File: src/rtl/prio_irq_ctrl.sv
module prio_irq_ctrl #(
  parameter int NSRC = 4,
  parameter int PW = 2,
  parameter int VW = 8,
  parameter int WD = 8,
  parameter logic [VW-1:0] VBASE_RST = 8'h20
) (
  input  logic          clk,
  input  logic          rst_n,
  input  logic [3:0]    irq_pins,
  input  logic          cfg_we,
  input  logic [1:0]    cfg_addr,
  input  logic [WD-1:0] cfg_wdata,
  input  logic          int_ack,
  input  logic          eoi,
  output logic          int_req,
  output logic [VW-1:0] int_vec
);
  localparam int IW = $clog2(NSRC);

  logic [NSRC-1:0] s1, s2, s3, mode, pol, edge_q, isr;
  logic [PW-1:0]   prio [NSRC];
  logic            nest_en;
  logic [VW-1:0]   vbase;

  logic [NSRC-1:0] lvl, det, raw, pend, take_set, eoi_clr;
  logic [IW-1:0]   sel, eoi_idx;
  logic [PW-1:0]   sel_p, cur_p;
  logic            any_p, isr_any, allow, take;

  assign lvl  = ~(s2 ^ pol);
  assign det  = mode & ((pol & s2 & ~s3) | (~pol & ~s2 & s3));
  assign raw  = (mode & edge_q) | (~mode & lvl);
  assign pend = raw & ~isr;

  always_comb begin
    sel = '0; sel_p = '0; any_p = 1'b0;
    for (int i = 0; i < NSRC; i++)
      if (pend[i] && (!any_p || prio[i] > sel_p)) begin
        any_p = 1'b1; sel = IW'(i); sel_p = prio[i];
      end
  end

  always_comb begin
    eoi_idx = '0; cur_p = '0; isr_any = 1'b0;
    for (int i = 0; i < NSRC; i++)
      if (isr[i] && (!isr_any || prio[i] > cur_p)) begin
        isr_any = 1'b1; eoi_idx = IW'(i); cur_p = prio[i];
      end
  end

  assign allow    = !isr_any || (nest_en && sel_p > cur_p);
  assign int_req  = any_p && allow;
  assign int_vec  = int_req ? vbase + VW'(sel) : '0;
  assign take     = int_ack && int_req;
  assign take_set = take ? (NSRC'(1) << sel) : '0;
  assign eoi_clr  = (eoi && isr_any) ? (NSRC'(1) << eoi_idx) : '0;

  always_ff @(posedge clk) begin
    if (!rst_n) begin
      s1 <= '0; s2 <= '0; s3 <= '0;
    end else begin
      s1 <= irq_pins[NSRC-1:0];
      s2 <= s1;
      s3 <= s2;
    end
  end

  always_ff @(posedge clk) begin
    if (!rst_n) begin
      mode <= '0; pol <= '1; nest_en <= 1'b0; vbase <= VBASE_RST;
      for (int i = 0; i < NSRC; i++) prio[i] <= '0;
    end else if (cfg_we) begin
      case (cfg_addr)
        2'd0: begin mode <= cfg_wdata[NSRC-1:0]; pol <= cfg_wdata[2*NSRC-1:NSRC]; end
        2'd1: for (int i = 0; i < NSRC; i++) prio[i] <= cfg_wdata[i*PW +: PW];
        2'd2: nest_en <= cfg_wdata[0];
        default: vbase <= cfg_wdata[VW-1:0];
      endcase
    end
  end

  always_ff @(posedge clk) begin
    if (!rst_n) begin
      edge_q <= '0;
      isr    <= '0;
    end else begin
      edge_q <= (edge_q & ~take_set) | det;
      isr    <= (isr & ~eoi_clr) | take_set;
    end
  end


  sel_pend_chk: assert property (@(posedge clk) disable iff (!rst_n)
    int_req |-> pend[sel]);


  nest_off_chk: assert property (@(posedge clk) disable iff (!rst_n)
    (!nest_en && isr != '0) |-> !int_req);


  ack_take_chk: assert property (@(posedge clk) disable iff (!rst_n)
    (int_ack && int_req && !eoi) |=> isr != '0);


  ack_idle_chk: assert property (@(posedge clk) disable iff (!rst_n)
    (int_ack && !int_req && !eoi) |=> isr == $past(isr));


  eoi_drop_chk: assert property (@(posedge clk) disable iff (!rst_n)
    (eoi && isr != '0 && !take) |=> $countones(isr) == $countones($past(isr)) - 1);


  edge_keep_chk: assert property (@(posedge clk) disable iff (!rst_n)
    (edge_q != '0 && !take) |=> (edge_q & $past(edge_q)) == $past(edge_q));
endmodule

File: config.mk
export PLATFORM = sky130hd
export DESIGN_NAME = prio_irq_ctrl
export DESIGN_NICKNAME = d
export VERILOG_FILES = /design/src/rtl/prio_irq_ctrl.sv
export SDC_FILE = /design/constraint.sdc
export NUM_CORES = 1
export LEC_CHECK = 0
export BUFFER_PORTS_ARGS = -buffer_cell sky130_fd_sc_hd__buf_2
export CELL_PAD_IN_SITES_DETAIL_PLACEMENT = 1
export CELL_PAD_IN_SITES_GLOBAL_PLACEMENT = 2
export CORE_MARGIN = 4
export CORE_UTILIZATION = 36
export CTS_CLUSTER_SIZE = 24
export DETAILED_ROUTE_END_ITERATION = 16
export PLACE_DENSITY_LB_ADDON = 0.1
export SLEW_MARGIN = 10
export SYNTH_ARGS = -nofsm -noshare
export SYNTH_HDL_FRONTEND = slang
export SYNTH_SLANG_ARGS = --single-unit
File: constraint.sdc
create_clock -name clk -period 8.2 [get_ports clk]
set_input_delay 1.64 -clock clk [delete_from_list [all_inputs] [get_ports clk]]
set_output_delay 1.64 -clock clk [all_outputs]
set_load 0.05 [all_outputs]
* Yosys cells after proc, flatten, opt, wreduce, memory -nomap -nowiden
Memories as Yosys holds them, arrays and structs flattened. Cells that the tools add are included.
Storage, ports and cells: register bits after elaboration 37, bits in writable memories 8, input bits 19, output and inout port bits 9, logic and storage cells 113, memories 1
Operators by class: add/subtract/negate cells 1, $lt $le $gt $ge 7, eq/ne operators 2, shift operators 2, mux-type cells 34, bitwise logic cells 28, reduce and logical (&&, ||, !) cells 29
Memories:
- prio | depth 4, bits a word 2, rd ports 4, clocked after Yosys merged registers in 0, write ports 4, RTL line 22 | logic [PW-1:0] prio [NSRC];
Operators by type and width (count):
- $and 4x4->4 | 10
- $mux 2 | 16
- $not 4->4 | 8
- $or 4x4->4 | 4
- $mux 1 | 15
- $gt 2x2->1 | 7
- $logic_and 1x1->1 | 10
- $add 8x2->8 | 1
- $mux 4 | 2
- $mux 8 | 1
- $shl 1x2->4 const A | 2
- $logic_not 1->1 | 7
- $logic_or 1x1->1 | 7
- $reduce_and 2->1 | 3
- $or 1x1->1 | 4
- $xor 4x4->4 | 1
- $reduce_or 3->1 | 1
- $eq 2x1->1 const B | 1
- $eq 2x2->1 const B | 1
- $logic_not 2->1 | 1
- $not 1->1 | 1

* Logic depth before layout (Yosys ltp)
Gate-level depths: netlist of run 1.
word-level depth 27, mapped depth 29, depth with buffers taken out 28

* Least setup slack after synthesis of run 1
OpenSTA, ideal clock, no wires.
kind register -> output, start register s2[0], end output int_vec[7], arrival time 5.945 ns, data required time 6.560 ns, path slack 0.615 ns, stages on the path, launching flop included 30, path buffers 2, path through dfxtp_1 inv_1 ha_1 or2_1 a21oi_1 nand2_1 ha_1 nor2b_1 a2bb2oi_1 o21a_1 buf_6 a21oi_1 ha_1 nor2b_1 o21ai_0 o21ai_0 a221oi_1 o21bai_1 ha_1 nor2b_1 o21ai_0 o31a_1 nor2_1 o2bb2ai_1 ha_1 nor2b_1 o211ai_1 a21o_1 buf_6 a21oi_1
Between the ends: longest elaborated chain between the ends 23, elaborated cells between the ends (all ways) 34, those cells by class add/sub: 1; order compare: 4; mux: 12; bitwise: 5; reduce/logical: 12
RTL lines:
- start: declaration | RTL line 21 | logic [NSRC-1:0] s1, s2, s3, mode, pol, edge_q, isr;
- start signal: assignment | RTL line 61 | s1 <= '0; s2 <= '0; s3 <= '0;
- start signal: assignment | RTL line 64 | s2 <= s1;
- $xor 4x4->4 (*) | RTL line 31 | assign lvl = ~(s2 ^ pol);
- $not 4->4 (*) | RTL line 31
- $and 4x4->4 (*) | RTL line 33 | assign raw = (mode & edge_q) | (~mode & lvl);
- $or 4x4->4 (*) | RTL line 33
- $and 4x4->4 (*) | RTL line 34 | assign pend = raw & ~isr;
- parallel branches: the longest is 17 deep, another holds $gt 2x2->1
- $mux 8 (*) | RTL line 54 | assign int_vec = int_req ? vbase + VW'(sel) : '0;
- end: declaration | RTL line 17 | output logic [VW-1:0] int_vec
Every way passes the cells marked *.

* Worst setup path after layout of run 1
Ends and elaborated chain as after synthesis.

==> run metrics, run 1 <==
worst clock skew 0.0108 ns; status finished, final reports clean; Critical Path AT 6.09 ns; slowest CP cell dfxtp_1; Die Ht 95.4 um; post-synth cell types 52; Synth Register Bits 45; Mapped Cells 318; Setup CP Type flip-flop to primary output; first-pass GRT wire length 11.8 mm; register area share after synthesis 35.6%; H-tree depth 2; Post-Syn Area 2750 sq um; CP Launch Type flip-flop; Req. time, crit path 6.56 ns; Final Critical Period 7.73 ns; wire per inst 16.0 um; Synth top area share 26.9%; Setup TNS 0 ns; antenna cell count 0; fraction of layout cells with a size suffix above 1 15.4%; async set or reset register ratio after synthesis 0%; WL final 7.10 mm; vias in the first global route 2378; initial antenna violation count 0; Clock transition at path regs 0.09 ns; Worst VDD drop 80.3 uV; Starting Density 37.5%; multi-input logic area 1670 sq um; Post-synth EDFFs 8; Fillers 875; RSZ-0062 raised after global routing false; CTS tree yes; Sequential Area 981 sq um; Leak 1.28 nW; Hold WC Path Type flip-flop to flip-flop; Max-cap violations 0; largest net degree at the start of global routing 26; Num CTS Buffers 5; gpl congestion 0.897; fin. max-slew vios 0; Crit. End Element primary output; Core ar. 7330 sq um; Final nets 388; Worst Tran Pin Value 0.950 ns; most used cell, CP ha_1; GRT Util Overall 16.9%; setup ws final 0.467 ns; top cells by area, synth dfxtp_1 (27%), ha_1 (11%), edfxtp_1 (8.7%), nand2_1 (6.1%), and2_1 (4.8%); Clock Sinks 45; top-count cell post-synth nand2_1; Syn Area/Cell 8.66 sq um; final hold violation count 0; Skew-Pair Late Insertion Delay 0.30 ns; WHS 0.443 ns; Synth-to-Final Area Change 14.0%; Rows 31; Post-synth top flop dfxtp_1; Fmax 129 MHz; grt ovf 0; First DRT Iteration DRCs 64; worst slack, placed 0.354 ns; cell taking the most area after synthesis dfxtp_1; DRC Markers 0; Die ar. 9110 sq um; Synthesized Nets 362; Final HPWL DP 5.76 mm; ANT nets after route 0; Period Utilization, post-route 94.3%; Setup Buffers After CTS 0; Max FO, Critical Path 10; Setup Viol. Count Final 0; num ports 28; Clock Tree Buf Depth 2; pwr dens 193 nW/um^2; post-layout util 42.8%; port bufs 27; Synth Warn # 0; slew margin rel. 36.6%; slowest cell delay on critical path 0.36 ns; vias 2286; DRT Pass-1 Iters 4; Post-synth top cells nand2_1 (45), dfxtp_1 (37), ha_1 (24), nor2_1 (24), and2_1 (21); vias per std cell 5.15; Die W 95.4 um; clock root buffer clkbuf_8
path summary, 6_finish.rpt:
kind | slack, ns | endpoint | cells after the start | startpoint
max | 0.47 | int_vec[7] | 29 | s2[0]$_SDFF_PN0_
max reg2reg | 2.35 | edge_q[3]$_SDFF_PN0_ | 28 | s2[0]$_SDFF_PN0_
min | 0.44 | s2[1]$_SDFF_PN0_ | 1 | s1[1]$_SDFF_PN0_
min reg2reg | 0.44 | s2[1]$_SDFF_PN0_ | 1 | s1[1]$_SDFF_PN0_
worst max-delay path: cells and delay by family, from the launching register on:
family | cells | cell delay (ns)
DFF | 1 | 0.36
adders and majority gates | 5 | 1.42
buffers and inverters | 3 | 0.48
and+or+nand+nor | 7 | 1.00
AOI/OAI and AO/OA | 14 | 2.51
cells in the final DEF, fill, tap and decap left out, types with 2 or more instances in the layout:
master    netlist  final
nand2_1        45     45
dfxtp_1        37     37
buf_2           3     26
nor2_1         24     24
ha_1           24     24
and2_1         21     21
inv_1          19     19
a21oi_1        15     14
nor2b_1        13     13
o21ai_0        13     11
o211ai_1       11     11
mux2i_1         9      9
edfxtp_1        8      8
a21o_1          7      7
o21a_1          5      5
clkbuf_8        0      5
or2_1           4      4
nand3_1         4      4
a21boi_0        3      3
xor2_1          3      3
or2_2           2      2
o22ai_1         2      2
a221oi_2        1      2
a31oi_1         2      2
o31a_1          2      2
nor3_1          2      2
o32ai_1         2      2
nand4_1         2      2
xnor2_1         2      2
nor4_1          2      2
o41ai_2         2      2
buf_4           0      2
metrics by stage:
step	area, sq um	power, mW	cells
2_1_floorplan	2750	0.374	318
3_3_place_gp	2970	0.415	436
5_1_grt	3140	0.643	444
4_1_cts	3110	0.607	444
6_report	3140	0.605	444
3_5_place_dp	2970	0.417	436
cell families after synthesis:
kind of cell	synth area share (%)
buffers and inverters	4.77
and+or+nand+nor	21.6
AOI/OAI and AO/OA	21.1
muxes	3.68
adders and majority gates	11.6
DFF	35.6
xor gates and xnor gates	1.59
flip-flops by register name, indices dropped and copies added, names as in the netlist:
signal	cells
pol	4
vbase	8
s3	4
nest_en	1
isr	4
s2	4
edge_q	4
prio	8
mode	4
s1	4
per-layer routing:
layer  GRT usage (%)  wire [um]  vias to the layer above
li1                -          -                     1162
met1            22.6       3550                     1093
met2            29.1       3380                       28
met3            2.92        149                        3
met4            2.13         22                        0
met5               0          0                        -
power by group:
group | internal (mW) | switching (mW) | total, mW
logic | 0.0630 | 0.104 | 0.167
clock network | 0.110 | 0.0796 | 0.190
registers | 0.235 | 0.0130 | 0.248
total | 0.409 | 0.197 | 0.605
timing repair:
item	4_1_cts	5_1_grt
pin swaps	0	1
hold buffers	0	0
setup endpoints to repair	1	9
resized for setup	1	8
cell type report:
cell class	count	area share (%)
Clock buffer	6	2.99
Sequential cell	45	31.3
Timing Repair Buffer	29	4.86
Clock inverter	2	1.24
Inverter	20	2.39
Multi-Input combinational cell	243	53.3
Tap cell	99	3.95
Note: power is estimated with default switching activity, not from simulation.
==> inputs of run 2 (changes only) <==
- BUFFER_PORTS_ARGS: -buffer_cell sky130_fd_sc_hd__buf_2 -> unset
- CELL_PAD_IN_SITES_GLOBAL_PLACEMENT: 2 -> 1
- CORE_UTILIZATION: 36 -> 48
- DONT_BUFFER_PORTS: unset -> 1
==> run metrics, run 2 (synthesized netlist as in run 1, its figures left out) <==
Critical Path AT 6.12 ns; most frequent cells in the layout nand2_1 (45), dfxtp_1 (37), nor2_1 (24), ha_1 (24), and2_1 (21); most common cell after layout, fill and taps aside nand2_1; Max-cap violations 0; gpl congestion 0.906; H-tree depth 2; Final nets 371; status finished, final reports clean; worst clock skew 0.00785 ns; fraction of layout cells with a size suffix above 1 11.6%; vias in the first global route 2414; hold path start s1[2]$_SDFF_PN0_; Setup TNS 0 ns; post-layout util 54.3%; worst slack, placed 0.252 ns; area post-placement 2880 sq um; WHS 0.442 ns; Hold WC Path Type flip-flop to flip-flop; largest net degree at the start of global routing 26; cell depth of the worst setup path 30; CTS tree yes; vias per std cell 5.76; Skew-Pair Late Insertion Delay 0.30 ns; Rows 27; setup ws final 0.436 ns; Setup Viol. Count Final 0; Die Ht 83.7 um; Reg2Reg Capture Point edge_q[1]$_SDFF_PN0_; Synth-to-Final Area Change 9.32%; RR Startpoint s2[0]$_SDFF_PN0_; fin. max-slew vios 0; grt ovf 0; Worst Path Buf+Inv 4; slowest cell delay on critical path 0.34 ns; Max FO, Critical Path 8; CP Launch Type flip-flop; Fmax 129 MHz; Core ar. 5540 sq um; Worst VDD drop 109 uV; port bufs 0; first-pass GRT wire length 12.0 mm; final std cells w/o fill 400; wire per inst 17.8 um; ANT nets after route 0; worst reg2reg path depth 30; GRT Util Overall 21.2%; vias 2305; DRC Markers 0; dpl cells 391; initial antenna violation count 0; num ports 28; Post-Layout Inst Area 3010 sq um; Starting Density 49.7%; total power draw 559 uW; Req. time, crit path 6.56 ns; pwr dens 186 nW/um^2; Period Utilization, post-route 94.7%; Clock Sinks 45; Setup CP Type flip-flop to primary output; DRT Pass-1 Iters 4; antenna cell count 0; WL final 7.13 mm; Fillers 682; Final HPWL DP 5.72 mm; Regs by FF count prio: 8 flops, vbase: 8 flops; hold path depth 1; clock root buffer clkbuf_8; Final Critical Period 7.76 ns; Die ar. 7010 sq um; Die W 83.7 um; Crit. End Element primary output; Num CTS Buffers 5; Clock Tree Buf Depth 2; end of the worst hold path s2[2]$_SDFF_PN0_; FF-to-FF setup slack 2.22 ns; Worst Tran Pin Value 1.04 ns; slowest CP cell dfxtp_1; First DRT Iteration DRCs 62; Leak 1.20 nW; CP top delay family compound AO/OA/AOI/OAI gates; final hold violation count 0; most used cell, CP ha_1; slew margin rel. 30.6%; cts-stage hold buffer count 0; Clock transition at path regs 0.09 ns
run 2: metal layers:
layer  global-route usage, %  vias to the layer above  wire length (um)
met5                       0                        -                 0
met2                    36.7                       63              3480
met4                    7.46                        0               208
li1                        -                     1125                 -
met1                    25.8                     1097              2940
met3                    4.64                       20               501
run 2: worst max-delay path by stage:
stage,from,endpoint,slack (ns)
after floorplan,s2[0]$_SDFF_PN0_,int_vec[7],0.61
after global placement,s2[0]$_SDFF_PN0_,int_vec[0],0.50
after detailed placement,s2[0]$_SDFF_PN0_,int_vec[0],0.25
after CTS,s2[0]$_SDFF_PN0_,int_vec[0],0.09
after global routing,s2[0]$_SDFF_PN0_,int_vec[0],-0.05
final,s2[0]$_SDFF_PN0_,int_vec[0],0.44
run 2: area by class of cell:
| class | count | area (sq um) | share of cell area, % |
|---|---|---|---|
| clock inverter | 3 | 21.3 | 0.707 |
| tap | 72 | 90.1 | 2.99 |
| inverter | 20 | 75.1 | 2.49 |
| multi-input combinational | 243 | 1670 | 55.5 |
| clock buffer | 5 | 68.8 | 2.29 |
| timing repair buffer | 12 | 103 | 3.41 |
| sequential | 45 | 981 | 32.6 |
run 2: power breakdown:
part           internal [mW]  switching [mW]
logic                 0.0686           0.102
registers              0.235          0.0128
clock network         0.0605          0.0796
run 2: timing repair:
item / in CTS / in global routing
gates resized for setup: 2 / 8
buffers inserted: 0 / 1
endpoints found under the setup margin: 1 / 9
pin swaps: 0 / 1
==> inputs of run 3 (changes only) <==
- RECOVER_POWER: unset -> 25
- clock period: 8.2 -> 7.4 ns (I/O delays scaled with it)
==> run metrics, run 3 (synthesized netlist as in run 1, its figures left out) <==
Worst VDD drop 162 uV; CTS tree yes; Fmax 131 MHz; Worst Tran Pin Value 1.04 ns; post-layout util 61.1%; initial antenna violation count 0; ANT nets after route 0; most common cell after layout, fill and taps aside nand2_1; Die Ht 83.7 um; end of the worst hold path s2[2]$_SDFF_PN0_; DRC Markers 0; Reg2Reg Capture Point isr[0]$_SDFF_PN0_; grt ovf 0; clock root buffer clkbuf_8; largest net degree at the start of global routing 26; cts-stage hold buffer count 0; final hold violation count 0; Setup CP Type flip-flop to primary output; fraction of layout cells with a size suffix above 1 24.6%; vias per std cell 5.80; dpl cells 396; DRT Pass-1 Iters 4; GRT Max-Usage Layer met2; Skew-Pair Late Insertion Delay 0.31 ns; Synth-to-Final Area Change 23.0%; Req. time, crit path 5.92 ns; Final nets 389; area post-placement 2920 sq um; worst reg2reg path depth 30; Leak 1.34 nW; Max FO, Critical Path 6; hold path start s1[2]$_SDFF_PN0_; final std cells w/o fill 418; Final Critical Period 7.65 ns; failing checks setup timing; Starting Density 49.7%; num ports 28; met3 Use GR 4.84%; fin. max-slew vios 0; Setup Viol. Count Final 9; GRT Util Overall 22.1%; Rows 27; RR Startpoint pol[0]$_SDFFE_PN1P_; hold path depth 1; slew margin rel. 30.4%; Max-cap violations 0; Clock Tree Buf Depth 2; status complete, but fails checks; Fillers 664; slowest cell delay on critical path 0.38 ns; Post-Layout Inst Area 3380 sq um; RSZ-0062 raised after global routing true; Final HPWL DP 5.64 mm; GR Util met1 26.8%; WL final 8.28 mm; Clock transition at path regs 0.10 ns; Die ar. 7010 sq um; Clock Sinks 45; Crit. End Element primary output; vias 2426; port bufs 0; first-pass GRT wire length 12.4 mm; gpl congestion 0.839; CP Launch Type flip-flop; Period Utilization, post-route 103%; Num CTS Buffers 5; setup ws final -0.250 ns; H-tree depth 2; worst clock skew 0.00825 ns; wire per inst 19.8 um; Regs by FF count prio: 8 flops, vbase: 8 flops; pwr dens 211 nW/um^2; slowest CP cell dfxtp_2; antenna cell count 0; Critical Path AT 6.17 ns; Hold WC Path Type flip-flop to flip-flop; First DRT Iteration DRCs 104; Core ar. 5540 sq um; most frequent cells in the layout nand2_1 (43), dfxtp_1 (34), ha_1 (20), nor2_1 (18), buf_4 (18); vias in the first global route 2455; FF-to-FF setup slack 1.33 ns; Die W 83.7 um; Global Route met2 Usage 38.0%
## run 3: cell count changes in the layout (fill, tap and decap cells not counted), moves of 4 or more
cell and change:
and2_1 -4, nor2_2 +6, nor2_1 -6, buf_6 +9, ha_1 -4, buf_4 +7
## run 3: worst max path at each step
stage / from / to / slack (ns)
after global routing: pol[0]$_SDFFE_PN1P_ / int_vec[7] / -0.46
after detailed placement: pol[0]$_SDFFE_PN1P_ / int_vec[5] / -0.03
final: pol[0]$_SDFFE_PN1P_ / int_vec[7] / -0.25
after global placement: pol[0]$_SDFFE_PN1P_ / int_vec[7] / 0.16
after CTS: pol[0]$_SDFFE_PN1P_ / int_vec[4] / 0.05
after floorplan: s2[0]$_SDFF_PN0_ / int_vec[0] / 0.02
## run 3: cell type report
cell class / count / area [sq um] / share of cell area (%)
multi-input combinational: 243 / 1850 / 54.5
clock inverter: 3 / 28.8 / 0.850
tap: 72 / 90.1 / 2.66
inverter: 20 / 80.1 / 2.37
timing repair buffer: 30 / 287 / 8.47
clock buffer: 5 / 68.8 / 2.03
sequential: 45 / 985 / 29.1
## run 3: stage by stage
stage	hold WS (ns)	total power, mW	setup slack [ns]	TNS, ns
floorplan	0.412	0.414	0.0199	0
global placement	0.415	0.458	0.164	0
detailed placement	0.425	0.466	-0.0251	-0.154
CTS	0.449	0.640	0.0516	0
global route	0.464	0.750	-0.460	-3.51
finish	0.444	0.713	-0.250	-1.51
## run 3: metal layers
| layer | vias up | wire length, um |
|---|---|---|
| met5 | - | 0 |
| met4 | 0 | 359 |
| met3 | 30 | 386 |
| met2 | 78 | 4120 |
| met1 | 1157 | 3410 |
| li1 | 1161 | - |
## run 3: timing repair
action	CTS	global route
resized for setup	13	54
hold endpoints to repair	0	0
endpoints found under the setup margin	9	9
setup buffers	2	12
pin swaps	5	26
## run 3: critical path: cells and delay by family (launching register included)
| family | cells | cell delay [ns] |
|---|---|---|
| buf+inv | 4 | 0.49 |
| compound gates | 15 | 2.78 |
| fa+ha+maj | 5 | 1.30 |
| simple gates | 6 | 0.88 |
| flops | 1 | 0.38 |
## run 3: report_power, final
| group | total (mW) | internal (mW) | switching, mW |
|---|---|---|---|
| registers | 0.276 | 0.261 | 0.0154 |
| logic | 0.266 | 0.124 | 0.143 |
| clock network | 0.170 | 0.0714 | 0.0986 |
